`src/rtl/bank_pkg.sv`:
```
package bank_pkg;
  localparam int PAGE_W = 3;
  localparam int DATA_W = 8;
  localparam int SW_W   = DATA_W - PAGE_W - 2;

  localparam int BOOT_BIT = PAGE_W;
  localparam int EN_BIT   = PAGE_W + 1;
  localparam int LED_BIT  = DATA_W - 1;

  typedef struct packed {
    logic              led;
    logic              en;
    logic              boot;
    logic [PAGE_W-1:0] page;
  } bank_ctl_t;
endpackage

```
`src/rtl/bank_ctl_reg.sv`:
```
module bank_ctl_reg
  import bank_pkg::*;
#(
  parameter int          IO_W     = 8,
  parameter logic [7:0]  IO_BASE  = 8'h00,
  parameter logic [7:0]  REG_OFS  = 8'h02
) (
  input  logic              clk,
  input  logic              rst,
  input  logic [IO_W-1:0]   io_addr,
  input  logic [DATA_W-1:0] io_wdata,
  input  logic              io_wr,
  input  logic              strap_boot,
  input  logic              strap_rom_en,
  output bank_ctl_t         ctl,
  output logic              sel
);
  localparam logic [IO_W-1:0] REG_ADDR = IO_W'(IO_BASE + REG_OFS);

  logic wr_hit;

  always_comb begin
    sel    = (io_addr == REG_ADDR);
    wr_hit = sel && io_wr;
  end

  always_ff @(posedge clk) begin
    if (rst) begin
      ctl.page <= '0;
      ctl.boot <= strap_boot;
      ctl.en   <= strap_rom_en;
      ctl.led  <= 1'b0;
    end else if (wr_hit) begin
      ctl.page <= io_wdata[PAGE_W-1:0];
      ctl.boot <= io_wdata[BOOT_BIT];
      ctl.en   <= io_wdata[EN_BIT];
      ctl.led  <= io_wdata[LED_BIT];
    end
  end

  AST_RESET_CLEARS: assert property (@(posedge clk)
    rst |=> (ctl.page == '0) && !ctl.led);
  AST_RESET_STRAPS: assert property (@(posedge clk)
    rst |=> (ctl.boot == $past(strap_boot)) && (ctl.en == $past(strap_rom_en)));
  AST_WRITE_LANDS: assert property (@(posedge clk) disable iff (rst)
    wr_hit |=> (ctl.page == $past(io_wdata[PAGE_W-1:0])) && (ctl.led == $past(io_wdata[LED_BIT])));
  AST_NO_STRAY_WRITE: assert property (@(posedge clk) disable iff (rst)
    !(io_wr && (io_addr == REG_ADDR)) |=> $stable(ctl));
endmodule

```
`src/rtl/bank_map.sv`:
```
module bank_map
  import bank_pkg::*;
#(
  parameter int                ADDR_W   = 16,
  parameter int                WIN_W    = 12,
  parameter logic [ADDR_W-1:0] ROM_BASE = 16'hF000
) (
  input  logic              clk,
  input  logic              rst,
  input  bank_ctl_t         ctl,
  input  logic [ADDR_W-1:0] mem_addr,
  input  logic              mem_rd,
  input  logic              mem_wr,
  output logic              rom_cs,
  output logic              ram_cs,
  output logic [PAGE_W-1:0] rom_page
);
  localparam int TAG_W = ADDR_W - WIN_W;
  localparam logic [TAG_W-1:0] WIN_TAG = ROM_BASE[ADDR_W-1:WIN_W];

  logic access;
  logic in_win;
  logic rom_claim;

  always_comb begin
    access = mem_rd || mem_wr;
    in_win = (mem_addr[ADDR_W-1:WIN_W] == WIN_TAG);
    if (ctl.boot)
      rom_claim = mem_rd;
    else
      rom_claim = ctl.en && in_win;
    rom_cs   = access && rom_claim;
    ram_cs   = access && !rom_claim;
    rom_page = ctl.page;
  end

  AST_CS_EXCLUSIVE: assert property (@(posedge clk) disable iff (rst)
    !(rom_cs && ram_cs) && (rom_cs || ram_cs || !(mem_rd || mem_wr)));
  AST_OVERLAY_READ: assert property (@(posedge clk) disable iff (rst)
    (ctl.boot && mem_rd) |-> rom_cs);
  AST_OVERLAY_WRITE: assert property (@(posedge clk) disable iff (rst)
    (ctl.boot && mem_wr && !mem_rd) |-> ram_cs);
  AST_DISABLED_RAM: assert property (@(posedge clk) disable iff (rst)
    (!ctl.boot && !ctl.en && (mem_rd || mem_wr)) |-> ram_cs);
endmodule

```
`src/rtl/bank_status.sv`:
```
module bank_status
  import bank_pkg::*;
(
  input  logic              clk,
  input  logic              rst,
  input  bank_ctl_t         ctl,
  input  logic              sel,
  input  logic [SW_W-1:0]   opt_sw,
  output logic [DATA_W-1:0] io_rdata
);
  always_ff @(posedge clk) begin
    if (rst)
      io_rdata <= '0;
    else if (sel)
      io_rdata <= {opt_sw, ctl.en, ctl.boot, ctl.page};
    else
      io_rdata <= '0;
  end

  AST_RD_IDLE_ZERO: assert property (@(posedge clk) disable iff (rst)
    !sel |=> (io_rdata == '0));
  AST_RD_SWITCH: assert property (@(posedge clk) disable iff (rst)
    sel |=> (io_rdata[DATA_W-1:DATA_W-SW_W] == $past(opt_sw)));
endmodule

```
`src/rtl/bank_ctl_top.sv`:
```
module bank_ctl_top
  import bank_pkg::*;
#(
  parameter int                ADDR_W   = 16,
  parameter int                WIN_W    = 12,
  parameter logic [ADDR_W-1:0] ROM_BASE = 16'hF000,
  parameter logic [7:0]        IO_BASE  = 8'h00,
  parameter logic [7:0]        REG_OFS  = 8'h02
) (
  input  logic              clk,
  input  logic              rst,
  input  logic [7:0]        io_addr,
  input  logic [7:0]        io_wdata,
  input  logic              io_wr,
  input  logic              strap_boot,
  input  logic              strap_rom_en,
  input  logic [15:0]       mem_addr,
  input  logic              mem_rd,
  input  logic              mem_wr,
  input  logic [2:0]        opt_sw,
  output logic              rom_cs,
  output logic              ram_cs,
  output logic [2:0]        rom_page,
  output logic              user_led,
  output logic [7:0]        io_rdata
);
  bank_ctl_t ctl;
  logic      sel;

  bank_ctl_reg #(
    .IO_W(8), .IO_BASE(IO_BASE), .REG_OFS(REG_OFS)
  ) u_reg (
    .clk(clk), .rst(rst), .io_addr(io_addr), .io_wdata(io_wdata),
    .io_wr(io_wr), .strap_boot(strap_boot), .strap_rom_en(strap_rom_en),
    .ctl(ctl), .sel(sel)
  );

  bank_map #(
    .ADDR_W(ADDR_W), .WIN_W(WIN_W), .ROM_BASE(ROM_BASE)
  ) u_map (
    .clk(clk), .rst(rst), .ctl(ctl), .mem_addr(mem_addr),
    .mem_rd(mem_rd), .mem_wr(mem_wr),
    .rom_cs(rom_cs), .ram_cs(ram_cs), .rom_page(rom_page)
  );

  bank_status u_stat (
    .clk(clk), .rst(rst), .ctl(ctl), .sel(sel),
    .opt_sw(opt_sw), .io_rdata(io_rdata)
  );

  assign user_led = ctl.led;

  AST_LED_FOLLOWS: assert property (@(posedge clk) disable iff (rst)
    (io_wr && sel) |=> (user_led == $past(io_wdata[7])));
endmodule

```
`config.mk`:
```
export PLATFORM = sky130hd
export DESIGN_NAME = bank_ctl_top
export DESIGN_NICKNAME = d
export VERILOG_FILES = /design/src/rtl/bank_pkg.sv /design/src/rtl/bank_ctl_reg.sv /design/src/rtl/bank_map.sv /design/src/rtl/bank_status.sv /design/src/rtl/bank_ctl_top.sv
export SDC_FILE = /design/constraint.sdc
export NUM_CORES = 1
export LEC_CHECK = 0
export BUFFER_PORTS_ARGS = -buffer_cell sky130_fd_sc_hd__buf_2
export CORE_UTILIZATION = 35
export DETAILED_ROUTE_END_ITERATION = 16
export GPL_TIMING_DRIVEN = 0
export PLACE_DENSITY_LB_ADDON = 0.08
export SYNTH_ARGS = -nofsm -noshare
export SYNTH_HDL_FRONTEND = slang
export SYNTH_SLANG_ARGS = --single-unit
export TNS_END_PERCENT = 5
```
`constraint.sdc`:
```
create_clock -name clk -period 2 [get_ports clk]
set_input_delay 0.2 -clock clk [delete_from_list [all_inputs] [get_ports clk]]
set_output_delay 0.2 -clock clk [all_outputs]
set_load 0.1 [all_outputs]
```
After elaboration in Yosys (flattened, before gate mapping)
Cells that the tools add are included.

storage, ports and cells
  ROM bits = 0
  bits in latches = 0
  memories = 0
  register bits after elaboration = 14
  output and inout port bits = 14
  RAM bits = 0
  logic and storage cells = 19
  bits of input ports = 42

cells by class
  shifts and indexed selects = 0
  $add $sub $neg = 0
  multiplexer cells = 3
  equality and inequality tests = 2
  reductions and logical operators = 8
  $mul = 0
  $lt $le $gt $ge = 0
  div/mod/pow operators = 0
  bitwise operators = 1

operator list
  kind                                                  count
  two-way mux 5 bit                                     2
  equality test 8 x 2 -> 1 bit (second input constant)  1
  equality test 4 bit (second input constant)           1
  logical AND 1 bit                                     4
  nonzero test 2 bit                                    1
  OR reduction 2 bit                                    1
  zero test 1 bit                                       1
  logical OR 1 bit                                      1
  two-way mux 1 bit                                     1
  inverter 1 bit                                        1

Logic depth before layout (Yosys ltp)
  depth in word-level cells = 5
  mapped depth = 3
  gate-level depth less buffers = 3

Modules after synthesis
Synthesis repeated with hierarchy kept, for this count alone.

unflattened totals
  cells, all modules = 59
  area total of the unflattened synthesis = 654.4 um^2

by module, submodules not included
  module        area an instance (um^2)  seq. area each (um^2)  instances  cells an instance
  bank_ctl_reg  340.3                    140.1                  1          31
  bank_status   230.2                    160.2                  1          16
  bank_map      83.8                     0.0                    1          12

Worst setup path after synthesis
OpenSTA, ideal clock, no wires.

  kind = register to output
  from = register u_reg.ctl[4] (netlist name)
  to = output port ram_cs
  slack = -0.942 ns
  stages on the path, launching flop included = 4
  arrival time = 2.742 ns
  cell sequence = edfxtp_1 inv_1 nor3_1 a211oi_1

between the ends
  longest elaborated chain between the ends = 4

RTL lines
  item               RTL line            text
  logical AND 1 bit  bank_map.sv:31      rom_claim = ctl.en && in_win;
  two-way mux 1 bit  bank_map.sv:28      if (ctl.boot)
  zero test 1 bit    bank_map.sv:33      ram_cs = access && !rom_claim;
  logical AND 1 bit  bank_map.sv:33
  end: declaration   bank_ctl_top.sv:22  output logic ram_cs,

Every way passes these cells.

Final worst setup path
  from = register u_reg.ctl[3] (netlist name)
  to = output port rom_cs

between the ends
  longest elaborated chain between the ends = 2

RTL lines
  item               RTL line            text
  two-way mux 1 bit  bank_map.sv:28
  logical AND 1 bit  bank_map.sv:32      rom_cs = access && rom_claim;
  end: declaration   bank_ctl_top.sv:21  output logic rom_cs,

Every way passes these cells.

==> Implementation_results.wiki <==
{| class="wikitable"
! Metric !! Value
|-
| Crit path max fanout || 4
|-
| Final worst path period share || 0.9075
|-
| R2r endpoint || u_stat.io_rdata[4]
|-
| Via count || 522
|-
| Hold path cells || 2
|-
| Top cells by area, synth || sky130_fd_sc_hd__dfxtp_1 40%, sky130_fd_sc_hd__edfxtp_1 10%, sky130_fd_sc_hd__nand2b_1 8.4%
|-
| Share of Yosys cell area claimed by the top area cell type || 0.4025
|-
| Number of nets in the finished design || 143
|-
| Clock skew after layout || 0.002756 ns
|-
| Final WL || 1071 um
|-
| Synthesized area per cell || 10.85 um^2
|-
| Count of different cell masters after synthesis || 21
|-
| Slowest CP cell || sky130_fd_sc_hd__edfxtp_1
|-
| TNS Setup || 0 ns
|-
| Max-cap violations || 0
|-
| Hold violation total from the final report || 0
|-
| Max Root-Sink Buffers || 2
|-
| FP Rows || 14
|-
| # DRC || 0
|-
| Maximum VDD drop || 318.3 uV
|-
| Number of clock buffers inserted by TritonCTS || 3
|-
| Clock root cell || sky130_fd_sc_hd__clkbuf_4
|-
| Launch instance of the worst register-to-register path || u_reg.ctl[4]
|-
| Tot GR Track Use || 0.1342
|-
| Pwr dens || 661.1 nW/um^2
|-
| Number of slew-limit violations in the final report || 0
|-
| Gate count after technology mapping || 55
|-
| Worst-Skew Late Latency || 0.27 ns
|-
| IO Port Bufs || 41
|-
| Sum of overflow across all layers after global routing || 0
|-
| Critical setup path kind || register to output pin
|-
| Critical Path AT || 1.62 ns
|-
| FF-to-FF path depth || 2
|-
| Setup violations, final || 0
|-
| Placeable Area || 1541 um^2
|-
| Nets in the synthesized netlist || 97
|-
| Static power due to leakage || 0.0004289 uW
|-
| Final routed wire length divided by cell count || 9.233 um
|-
| Largest area contributor in the netlist || sky130_fd_sc_hd__dfxtp_1
|-
| Chip Width || 43.30 um
|-
| Final antenna diode count || 0
|-
| Clock tree from TritonCTS || yes
|-
| Netlist area before placement || 596.8 um^2
|-
| #FFs+latches synth || 14
|-
| CP cell instances || nor3_1 > a22o_1 > buf_2
|-
| Antenna Violating Nets Remaining || 0
|-
| Portion of the post-synthesis area used by sequential elements || 0.5031
|-
| Num Clock Sinks || 14
|-
| Number of antenna violations at the first check in global routing || 0
|-
| Initial core utilization || 0.3872
|-
| Top Ports || 56
|-
| Clock-pin transition on the worst setup and hold timing paths || 0.08 ns
|-
| Quantity of hold-fixing buffers added after cts || 0
|-
| H-tree levels || 1
|-
| Fill count || 156
|-
| Vias in the first global route || 458
|-
| Required time of the critical path || 1.80 ns
|-
| Result of the run || finished clean
|-
| Kind of start point of the critical path || register
|-
| First-pass GRT wire length || 1807 um
|-
| Type of the most critical hold path || primary input to register
|-
| Normalized max-slew margin || 0.6772
|-
| Biggest cell delay along the critical path || 0.44 ns
|-
| Routability-driven placement congestion ratio || 0.6529
|-
| First-iteration detailed-routing DRC count || 3
|-
| Start point of the worst hold path || opt_sw[1]
|-
| Synthesis warning total || 0
|-
| Setup crit end kind || output pin
|-
| Final Total Pwr || 570.8 uW
|-
| Buffers inserted during post-CTS setup optimization || 0
|-
| CP startpoint || u_reg.ctl[3]
|-
| Area growth syn-to-layout || 44.65%
|-
| Least-Margin Pin Slew || 0.4876 ns
|-
| Final critical path time including I/O delays and setup || 1.815 ns
|-
| Max frequency || 0.5510 GHz
|-
| Vias per cell || 4.500
|-
| Setup repair after global routing missed its margin || no
|-
| Die Y-Extent || 43.30 um
|-
| Pin count of the biggest net entering global routing || 11
|-
| Die area || 1874 um^2
|-
| Post-cts resize count || 0
|-
| Util after Layout || 0.5601
|-
| WHS Endpoint || u_stat.io_rdata[6]
|-
| Fraction of layout cells with a size suffix above 1 || 0.5200
|-
| Pre-antenna DRT Iters || 3
|-
| Setup slack of the most critical reg-to-reg path || 1.28 ns
|}
## worst max-delay path by stage
stage / to / slack [ns] / cells after the start
2_1_floorplan: ram_cs / 0.02 / 3
3_3_place_gp: u_reg.ctl[4] / 0.27 / 4
3_5_place_dp: u_reg.ctl[3] / 0.27 / 4
4_1_cts: rom_cs / 0.16 / 3
5_1_grt: rom_cs / 0.07 / 3
6_report: rom_cs / 0.18 / 3
## area by class of cell
cell class | count | area [um^2] | share of cell area
multi-input combinational | 35 | 267.8 | 0.3101
buffer | 4 | 26.28 | 0.03043
clock buffer | 4 | 36.28 | 0.04203
timing repair buffer | 41 | 205.2 | 0.2377
sequential | 14 | 300.3 | 0.3478
tap | 16 | 20.02 | 0.02319
inverter | 2 | 7.507 | 0.008696
## synthesized netlist by cell type
cell and count:
sky130_fd_sc_hd__or4_1 1, sky130_fd_sc_hd__o21bai_1 1, sky130_fd_sc_hd__or4b_4 1, sky130_fd_sc_hd__nor3_4 1, sky130_fd_sc_hd__edfxtp_1 2, sky130_fd_sc_hd__or2_1 1, sky130_fd_sc_hd__mux2i_1 4, sky130_fd_sc_hd__nand2b_1 8
sky130_fd_sc_hd__nor3_2 1, sky130_fd_sc_hd__nand4_1 1, sky130_fd_sc_hd__clkbuf_1 1, sky130_fd_sc_hd__buf_4 3, sky130_fd_sc_hd__nor4_1 1, sky130_fd_sc_hd__nor2b_1 2, sky130_fd_sc_hd__nor3_1 1, sky130_fd_sc_hd__dfxtp_1 12
sky130_fd_sc_hd__and2_1 7, sky130_fd_sc_hd__a22o_1 3, sky130_fd_sc_hd__nor2_1 1, sky130_fd_sc_hd__inv_1 2, sky130_fd_sc_hd__a211oi_1 1
## flip-flops by register name, summed over array words and instances (netlist names)
| signal | cells |
|---|---|
| u_reg.ctl | 6 |
| u_stat.io_rdata | 8 |
## cell usage in the layout (no fill, tap or decap)
cell / instances
sky130_fd_sc_hd__and2_1: 7
sky130_fd_sc_hd__buf_4: 3
sky130_fd_sc_hd__edfxtp_1: 2
sky130_fd_sc_hd__nor2b_1: 2
sky130_fd_sc_hd__nor2_1: 1
sky130_fd_sc_hd__a22o_1: 3
sky130_fd_sc_hd__or4b_4: 1
sky130_fd_sc_hd__buf_2: 41
sky130_fd_sc_hd__dfxtp_1: 12
sky130_fd_sc_hd__nor3_2: 1
sky130_fd_sc_hd__nor3_1: 1
sky130_fd_sc_hd__mux2i_1: 4
sky130_fd_sc_hd__inv_1: 2
sky130_fd_sc_hd__nand4_1: 1
sky130_fd_sc_hd__nor3_4: 1
sky130_fd_sc_hd__or4_1: 1
sky130_fd_sc_hd__clkbuf_1: 1
sky130_fd_sc_hd__o21bai_1: 1
sky130_fd_sc_hd__a211oi_2: 1
sky130_fd_sc_hd__nand2b_1: 8
sky130_fd_sc_hd__or2_1: 1
sky130_fd_sc_hd__clkbuf_8: 1
sky130_fd_sc_hd__nor4_1: 1
sky130_fd_sc_hd__clkbuf_4: 3
## where the power goes
group          total (uW)  switching (uW)  leakage (uW)  internal (uW)
Clock                 200            89.2     0.0000210            111
Combinational        80.1            46.9      0.000292           33.2
Sequential            291            2.07      0.000116            289
## worst max-delay path, delay by kind of cell (launching register included)
kind	cells	cell delay, ns
buf+inv	1	0.42
flops	1	0.44
compound gates	1	0.19
simple gates	1	0.30
## cells by family (layout without fill, tap and decap cells)
group	after synthesis	in the layout	share of synthesized area
simple gates	26	26	0.3040
mux	4	4	0.06709
buf+inv	6	51	0.05660
compound gates	5	5	0.06920
flops	14	14	0.5031
## stage by stage
step	instances	setup WS [ns]	hold slack (ns)	instance area, um^2
after floorplan	55	0.02126	0.3217	601.8
after CTS	116	0.1567	0.1082	863.3
after global placement	112	0.2735	0.4020	827.0
after global routing	116	0.06544	0.09239	863.3
final	116	0.1850	0.1172	863.3
after detailed placement	112	0.2741	0.4045	827.0
## layer usage
metal	vias to the layer above	share of wire	global-route usage
li1	276	-	-
met1	217	0.43	0.1627
met2	29	0.45	0.1970
met3	0	0.12	0.05957
met4	0	0	0.07273
met5	-	0	0
Note: power is estimated with default switching activity, not from simulation.
